`config.mk`:
```
export PLATFORM = sky130hd
export DESIGN_NAME = sar_sequencer
export DESIGN_NICKNAME = d
export VERILOG_FILES = /design/src/rtl/sar_seq_pkg.sv /design/src/rtl/sar_tick_gen.sv /design/src/rtl/sar_ctrl.sv /design/src/rtl/sar_datapath.sv /design/src/rtl/sar_sequencer.sv
export SDC_FILE = /design/constraint.sdc
export NUM_CORES = 1
export LEC_CHECK = 0
export BUFFER_PORTS_ARGS = -buffer_cell sky130_fd_sc_hd__buf_2
export CORE_UTILIZATION = 50
export CTS_CLUSTER_DIAMETER = 40
export DETAILED_ROUTE_END_ITERATION = 12
export HOLD_SLACK_MARGIN = 0.06
export PLACE_DENSITY = 0.73
export SETUP_SLACK_MARGIN = 0.02
export SYNTH_ARGS = -nofsm -noshare
export SYNTH_HDL_FRONTEND = slang
export SYNTH_SLANG_ARGS = --single-unit
```
`constraint.sdc`:
```
create_clock -name clk -period 2.8 [get_ports clk]
set_input_delay 0.14 -clock clk [delete_from_list [all_inputs] [get_ports clk]]
set_output_delay 0.14 -clock clk [all_outputs]
set_load 0.05 [all_outputs]
```
`src/rtl/sar_seq_pkg.sv`:
```
package sar_seq_pkg;
  // strobes from control to the trial-code datapath
  typedef struct packed {
    logic clr;     // zero the trial code and bit pointer
    logic first;   // present the MSB trial
    logic decide;  // latch comparator verdict, move to next bit
    logic done;    // capture the final code
  } sarStrobes_t;

  localparam logic [1:0] CHAN_TEMP = 2'd2;
endpackage

```
`src/rtl/sar_tick_gen.sv`:
```
module sar_tick_gen #(
  parameter int SEL_W = 3
) (
  input  logic             clk,
  input  logic             rstN,
  input  logic             enable,
  input  logic [SEL_W-1:0] prescSel,
  output logic             halfTick,
  output logic             isRise
);
  localparam int CNT_W = (1 << SEL_W) - 1;

  logic [CNT_W-1:0] cnt;
  logic [CNT_W-1:0] halfLimit;
  logic [SEL_W-1:0] effSel;
  logic             phase;

  always_comb begin
    effSel    = (prescSel == '0) ? SEL_W'(1) : prescSel;
    halfLimit = CNT_W'(1) << (effSel - SEL_W'(1));
    halfTick  = enable && (cnt >= halfLimit - CNT_W'(1));
    isRise    = !phase;
  end

  always_ff @(posedge clk or negedge rstN) begin
    if (!rstN) begin
      cnt   <= '0;
      phase <= 1'b0;
    end else if (!enable) begin
      cnt   <= '0;
      phase <= 1'b0;
    end else if (halfTick) begin
      cnt   <= '0;
      phase <= ~phase;
    end else begin
      cnt <= cnt + CNT_W'(1);
    end
  end

  // ticks alternate rising and falling converter edges
  p_phase_toggles_r11: assert property (@(posedge clk) disable iff (!rstN)
    (enable && halfTick) |=> (phase != $past(phase)));
endmodule

```
`src/rtl/sar_ctrl.sv`:
```
module sar_ctrl
  import sar_seq_pkg::*;
#(
  parameter int RES_W       = 10,
  parameter int NORM_LEN    = 13,
  parameter int LONG_LEN    = 27,
  parameter int NORM_SAMPLE = 3,
  parameter int LONG_SAMPLE = 33
) (
  input  logic        clk,
  input  logic        rstN,
  input  logic        enable,
  input  logic        startWr,
  input  logic [1:0]  chanSel,
  input  logic        halfTick,
  input  logic        isRise,
  input  logic        irqClrWr,
  output sarStrobes_t stb,
  output logic        busy,
  output logic        sampleStrobe,
  output logic        irqFlag
);
  localparam int POS_W = $clog2(2 * LONG_LEN + 1);
  localparam logic [POS_W-1:0] NORM_DONE = POS_W'(2 * NORM_LEN);
  localparam logic [POS_W-1:0] LONG_DONE = POS_W'(2 * LONG_LEN);
  localparam logic [POS_W-1:0] NORM_SMP  = POS_W'(NORM_SAMPLE);
  localparam logic [POS_W-1:0] LONG_SMP  = POS_W'(LONG_SAMPLE);
  localparam logic [POS_W-1:0] TRIAL_SPAN = POS_W'(2 * RES_W);

  logic             running;
  logic             isLong;
  logic             firstPend;
  logic [POS_W-1:0] pos;
  logic [POS_W-1:0] nextPos;
  logic [POS_W-1:0] doneHalf;
  logic [POS_W-1:0] sampleHalf;
  logic [POS_W-1:0] firstHalf;
  logic             startEdge;
  logic             onTick;

  always_comb begin
    nextPos    = pos + POS_W'(1);
    doneHalf   = isLong ? LONG_DONE : NORM_DONE;
    sampleHalf = isLong ? LONG_SMP : NORM_SMP;
    firstHalf  = doneHalf - TRIAL_SPAN;
    startEdge  = enable && busy && !running && halfTick && isRise;
    onTick     = enable && running && halfTick;
    stb.clr    = startEdge || (busy && !enable);
    stb.first  = onTick && (nextPos == firstHalf);
    stb.decide = onTick && !nextPos[0] && (nextPos > firstHalf) && (nextPos <= doneHalf);
    stb.done   = onTick && (nextPos == doneHalf);
  end

  always_ff @(posedge clk or negedge rstN) begin
    if (!rstN) begin
      busy         <= 1'b0;
      running      <= 1'b0;
      isLong       <= 1'b1;
      firstPend    <= 1'b1;
      pos          <= '0;
      sampleStrobe <= 1'b0;
    end else if (!enable) begin
      busy         <= 1'b0;
      running      <= 1'b0;
      firstPend    <= 1'b1;
      pos          <= '0;
      sampleStrobe <= 1'b0;
    end else begin
      sampleStrobe <= onTick && (nextPos == sampleHalf);
      if (startWr && !busy) begin
        busy   <= 1'b1;
        isLong <= firstPend || (chanSel == CHAN_TEMP);
      end
      if (startEdge) begin
        running <= 1'b1;
        pos     <= '0;
      end else if (onTick) begin
        pos <= nextPos;
        if (stb.done) begin
          running   <= 1'b0;
          busy      <= 1'b0;
          firstPend <= 1'b0;
        end
      end
    end
  end

  always_ff @(posedge clk or negedge rstN) begin
    if (!rstN)          irqFlag <= 1'b0;
    else if (stb.done)  irqFlag <= 1'b1;
    else if (irqClrWr)  irqFlag <= 1'b0;
  end

  // disabling forces the busy bit low
  p_idle_when_off_r8: assert property (@(posedge clk) disable iff (!rstN)
    !enable |=> !busy);
  // the sample strobe only fires inside a conversion
  p_sample_in_busy_r6: assert property (@(posedge clk) disable iff (!rstN)
    sampleStrobe |-> busy);
  // the flag only rises on a completion
  p_flag_from_done_r7: assert property (@(posedge clk) disable iff (!rstN)
    $rose(irqFlag) |-> $past(stb.done));
  // running never outlives busy
  p_run_within_busy_r9: assert property (@(posedge clk) disable iff (!rstN)
    running |-> busy);
endmodule

```
`src/rtl/sar_datapath.sv`:
```
module sar_datapath
  import sar_seq_pkg::*;
#(
  parameter int RES_W = 10
) (
  input  logic             clk,
  input  logic             rstN,
  input  sarStrobes_t      stb,
  input  logic             cmpHigh,
  output logic [RES_W-1:0] trialCode,
  output logic [RES_W-1:0] result,
  output logic             doneValid
);
  localparam logic [RES_W-1:0] MSB_BIT = {1'b1, {(RES_W-1){1'b0}}};

  logic [RES_W-1:0] mask;
  logic [RES_W-1:0] decided;
  logic [RES_W-1:0] nextMask;

  always_comb begin
    decided  = cmpHigh ? trialCode : (trialCode & ~mask);
    nextMask = mask >> 1;
  end

  always_ff @(posedge clk or negedge rstN) begin
    if (!rstN) begin
      trialCode <= '0;
      mask      <= '0;
      result    <= '0;
      doneValid <= 1'b0;
    end else begin
      doneValid <= stb.done;
      if (stb.done) result <= decided;
      if (stb.clr) begin
        trialCode <= '0;
        mask      <= '0;
      end else if (stb.first) begin
        trialCode <= MSB_BIT;
        mask      <= MSB_BIT;
      end else if (stb.decide) begin
        trialCode <= decided | nextMask;
        mask      <= nextMask;
      end
    end
  end

  // exactly one trial bit is under test at a time
  p_mask_onehot_r1: assert property (@(posedge clk) disable iff (!rstN)
    $onehot0(mask));
  // bits above the pointer never change during a decision
  p_upper_bits_kept_r1: assert property (@(posedge clk) disable iff (!rstN)
    (stb.decide && !stb.clr && mask != '0) |=> (trialCode & ~($past(mask) | ($past(mask) - 1'b1))) == ($past(trialCode) & ~($past(mask) | ($past(mask) - 1'b1))));
endmodule

```
`src/rtl/sar_sequencer.sv`:
```
module sar_sequencer
  import sar_seq_pkg::*;
#(
  parameter int RES_W       = 10,
  parameter int SEL_W       = 3,
  parameter int NORM_LEN    = 13,
  parameter int LONG_LEN    = 27,
  parameter int NORM_SAMPLE = 3,
  parameter int LONG_SAMPLE = 33
) (
  input  logic             clk,
  input  logic             rstN,
  input  logic             enable,
  input  logic             startWr,
  input  logic [1:0]       chanSel,
  input  logic [SEL_W-1:0] prescSel,
  input  logic             cmpHigh,
  input  logic             irqClrWr,
  input  logic             irqEnable,
  output logic [RES_W-1:0] trialCode,
  output logic             sampleStrobe,
  output logic             startBusy,
  output logic             doneValid,
  output logic [RES_W-1:0] result,
  output logic             irqFlag,
  output logic             irqReq
);
  logic        halfTick;
  logic        isRise;
  sarStrobes_t stb;

  sar_tick_gen #(.SEL_W(SEL_W)) uTick (
    .clk(clk), .rstN(rstN), .enable(enable), .prescSel(prescSel),
    .halfTick(halfTick), .isRise(isRise)
  );

  sar_ctrl #(
    .RES_W(RES_W), .NORM_LEN(NORM_LEN), .LONG_LEN(LONG_LEN),
    .NORM_SAMPLE(NORM_SAMPLE), .LONG_SAMPLE(LONG_SAMPLE)
  ) uCtrl (
    .clk(clk), .rstN(rstN), .enable(enable), .startWr(startWr),
    .chanSel(chanSel), .halfTick(halfTick), .isRise(isRise),
    .irqClrWr(irqClrWr), .stb(stb), .busy(startBusy),
    .sampleStrobe(sampleStrobe), .irqFlag(irqFlag)
  );

  sar_datapath #(.RES_W(RES_W)) uPath (
    .clk(clk), .rstN(rstN), .stb(stb), .cmpHigh(cmpHigh),
    .trialCode(trialCode), .result(result), .doneValid(doneValid)
  );

  assign irqReq = irqFlag && irqEnable;

  // completion coincides with busy falling and the flag set
  p_done_ends_busy_r7: assert property (@(posedge clk) disable iff (!rstN)
    doneValid |-> (!startBusy && $past(startBusy) && irqFlag));
  // trial code holds still while the start bit is low
  p_trial_frozen_idle_r2: assert property (@(posedge clk) disable iff (!rstN)
    !startBusy |=> $stable(trialCode));
  // strobe and completion never coincide
  p_strobes_apart_r6: assert property (@(posedge clk) disable iff (!rstN)
    $onehot0({sampleStrobe, doneValid}));
endmodule

```
==> key figures <==
Timing
  • Pins Over Slew Limit: 0
  • Final setup fails: 0
  • Setup TNS: 0 ns
  • Tcrit/Tclk final: 0.955
  • Slew at the pin with the worst max-slew slack: around 1.1 ns
  • Min Tclk post-route: ~2.7 ns
  • Final Skew: around 0.014 ns
  • Slew headroom: 0.270
  • RSZ-0062 raised after global routing: false
  • Hold Fails Final Rpt: 0
  • Achievable clock frequency: approximately 370 MHz

Final layout
  • Post-layout util: 0.631
  • # nets final: around 390
  • Area Growth Syn to Fin: 21.4%
  • Most common cell after layout, fill and taps aside: dfrtp_1
  • N_diodes: 0
  • Layout cell share with drive strength beyond 1: 0.277
  • Commonest cells after routing, fill and taps aside: dfrtp_1 (46), buf_2 (36), o21ai_0 (32)

Global routing
  • Met2 usage: 0.352
  • Peak-usage layer in the global routing report: met2
  • Overall routing resource usage: 0.210
  • Antenna violations before repair: 0
  • Vias in the first global route: 2277
  • Met1 Usage GRT: 0.279
  • First-pass GRT wire length: ~10000 µm
  • Grt total ovfl: 0
  • Met3 GRT Util: 0.0365
  • Pin count of the biggest net entering global routing: between 50 and 60

Die
  • Initial Util: 0.520
  • Die height: between 70 and 80 µm
  • Core area: about 0.0055 mm²
  • I/O Pins: 37
  • Die width: between 70 and 80 µm
  • Die Footprint: between 0.006 and 0.007 mm²
  • Site Rows: 27

Clock tree
  • CTS Buffer Depth: 2
  • Clock root buffer: clkbuf_8
  • Clock sink total: ~50
  • TritonCTS clock tree: built
  • Total CTS buffers: 5
  • Reg clk slew, reported paths: approximately 0.1 ns
  • H-tree Lvls: 2
  • Clock Latency Late Sink: about 0.31 ns

Worst setup path
  • Crit path DAT: approximately 2.9 ns
  • Worst Setup Path Type: flip-flop to flip-flop
  • Startpoint Class: flip-flop
  • Data required, critical path: 2.99 ns
  • Peak fanout along the critical path: 10
  • Worst setup EP type: flip-flop

Routing
  • DR pass1 iterations: 4
  • DRC viols: 0
  • Wire per inst: around 15 µm
  • Final WL: ~6300 µm
  • DRT iter0 DRCs: roughly 200
  • Vias: between 2000 and 2500
  • DRT antenna net count: 0
  • Vias/cell: 5.50

Placement
  • Placer Congestion: between 0.8 and 0.9
  • Final HPWL from detailed placement: ~4400 µm
  • I/O Buffers: 36

Synth
  • Synth Cell Area: 0.00287 mm²
  • Top cell type's share of synthesized area: 0.428
  • Asr flop ratio synth: 1.00
  • Mapped Nets: around 330
  • EDFF count, synth: 0
  • Sequential-to-total area share from yosys stat: 0.446
  • Top FF cell, synth: dfrtp_1
  • Ranking of synthesized cells by area: dfrtp_1 (43%), ha_1 (7.4%), o41ai_2 (5.7%)
  • Ys Warns: 0
  • Cell accounting for the most synthesized area: dfrtp_1
  • Mapped Avg Cell Area: ~9.6 µm²
  • Syn Inst Count: 299
  • Synth unique cells: 44
  • Post-synthesis register bit count: 51

Flow run
  • # Max-Cap Violations: 0

Min path
  • Hold Path Class: input port to flip-flop

Power
  • P_leak: between 1.5 and 2 nW
  • PwrDens: ~380 mW/mm²
  • VDD IR-drop max: roughly 300 µV

Status
  • Status: completed
==> cell type report <==
type | instances | area [µm²]
well taps | 72 | 90.1
inverters | 18 | 67.6
clock buffers | 5 | 68.8
flip-flops and latches | 51 | 1280
clock inverters | 3 | 26.3
repair buffers | 64 | 433
multi-input cells | 217 | 1510
fillers | 456 | 2030
==> final timing paths <==
| check | from | endpoint | slack [ns] | cells past startpoint |
|---|---|---|---|---|
| setup / recovery | uCtrl.pos[0] | uPath.trialCode[7] | 0.13 | 8 |
| hold / removal | enable | uCtrl.firstPend | 0.07 | 2 |
| setup reg to reg | uCtrl.pos[0] | uPath.trialCode[7] | 0.13 | 8 |
| hold reg to reg | uCtrl.firstPend | uCtrl.firstPend | 0.48 | 2 |
| max in group asynchronous | rstN | uCtrl.pos[4] | 1.46 | 2 |
| min in group asynchronous | rstN | uPath.result[1] | 0.56 | 2 |
==> cells by family after synthesis <==
group | share of synthesized area
xor+xnor | 0.0489
compound gates | 0.207
mux | 0.0109
buf+inv | 0.0467
flops | 0.446
simple gates | 0.166
fa+ha+maj | 0.0742
==> registers in the layout, summed over array words and instances, names as in the netlist, 6 cells and up <==
signal,count
uPath.result,10
uCtrl.pos,6
uTick.cnt,7
uPath.mask,10
uPath.trialCode,10
==> repair_timing <==
item,4_1_cts,5_1_grt
buffers inserted,0,3
hold buffers,2,0
resized for setup,0,9
hold endpoints to repair,5,0
endpoints found under the setup margin,0,20
==> per-stage QoR <==
step,hold WS [ns],total power [W],area [µm²],setup WS (ns),instances
2_1_floorplan,-0.156,0.000837,2880,0.0208,299
3_3_place_gp,0.341,0.000890,3290,-0.0503,415
3_5_place_dp,0.367,0.000893,3290,-0.0671,415
4_1_cts,0.0655,0.00134,3400,0.0289,425
5_1_grt,0.0732,0.00139,3480,0.0368,430
6_report,0.0749,0.00133,3480,0.126,430
==> cell usage after synthesis (2+ instances only) <==
| cell type | number |
|---|---|
| nor3_1 | 2 |
| nor2b_1 | 3 |
| dfrtp_1 | 49 |
| nor2_1 | 25 |
| o21ai_1 | 2 |
| nand2b_1 | 2 |
| and2_1 | 6 |
| ha_1 | 17 |
| xor2_1 | 9 |
| buf_2 | 2 |
| a21oi_1 | 26 |
| xnor2_1 | 7 |
| mux2i_1 | 2 |
| nand4_1 | 4 |
| and3_1 | 3 |
| dfstp_2 | 2 |
| inv_1 | 18 |
| nand3b_1 | 2 |
| clkbuf_1 | 12 |
| nand3_1 | 18 |
| o21ai_0 | 32 |
| o41ai_2 | 10 |
| nand2_1 | 23 |
| o21a_1 | 3 |
==> power breakdown <==
group / switching (W) / internal [W] / total [W]
sequential: 0.00000674 / 0.000743 / 0.000750
clock: 0.000262 / 0.000184 / 0.000446
combinational: 0.0000772 / 0.0000533 / 0.000131
==> per-layer routing <==
metal / vias to the layer above / wire, µm
met1: 1125 / 2770
met4: 0 / 80
met2: 54 / 3190
li1: 1174 / -
met3: 11 / 244
met5: - / 0
==> worst max-delay path, cell delays in order (launching register included) <==
cell	delay (ns)
dfrtp_2	0.45
ha_1	0.25
xor2_2	0.22
ha_1	0.20
nor4_1	0.07
a311oi_2	0.37
or4b_4	0.60
o41ai_2	0.28
a21oi_1	0.13
Note: power is estimated with default switching activity, not from simulation.
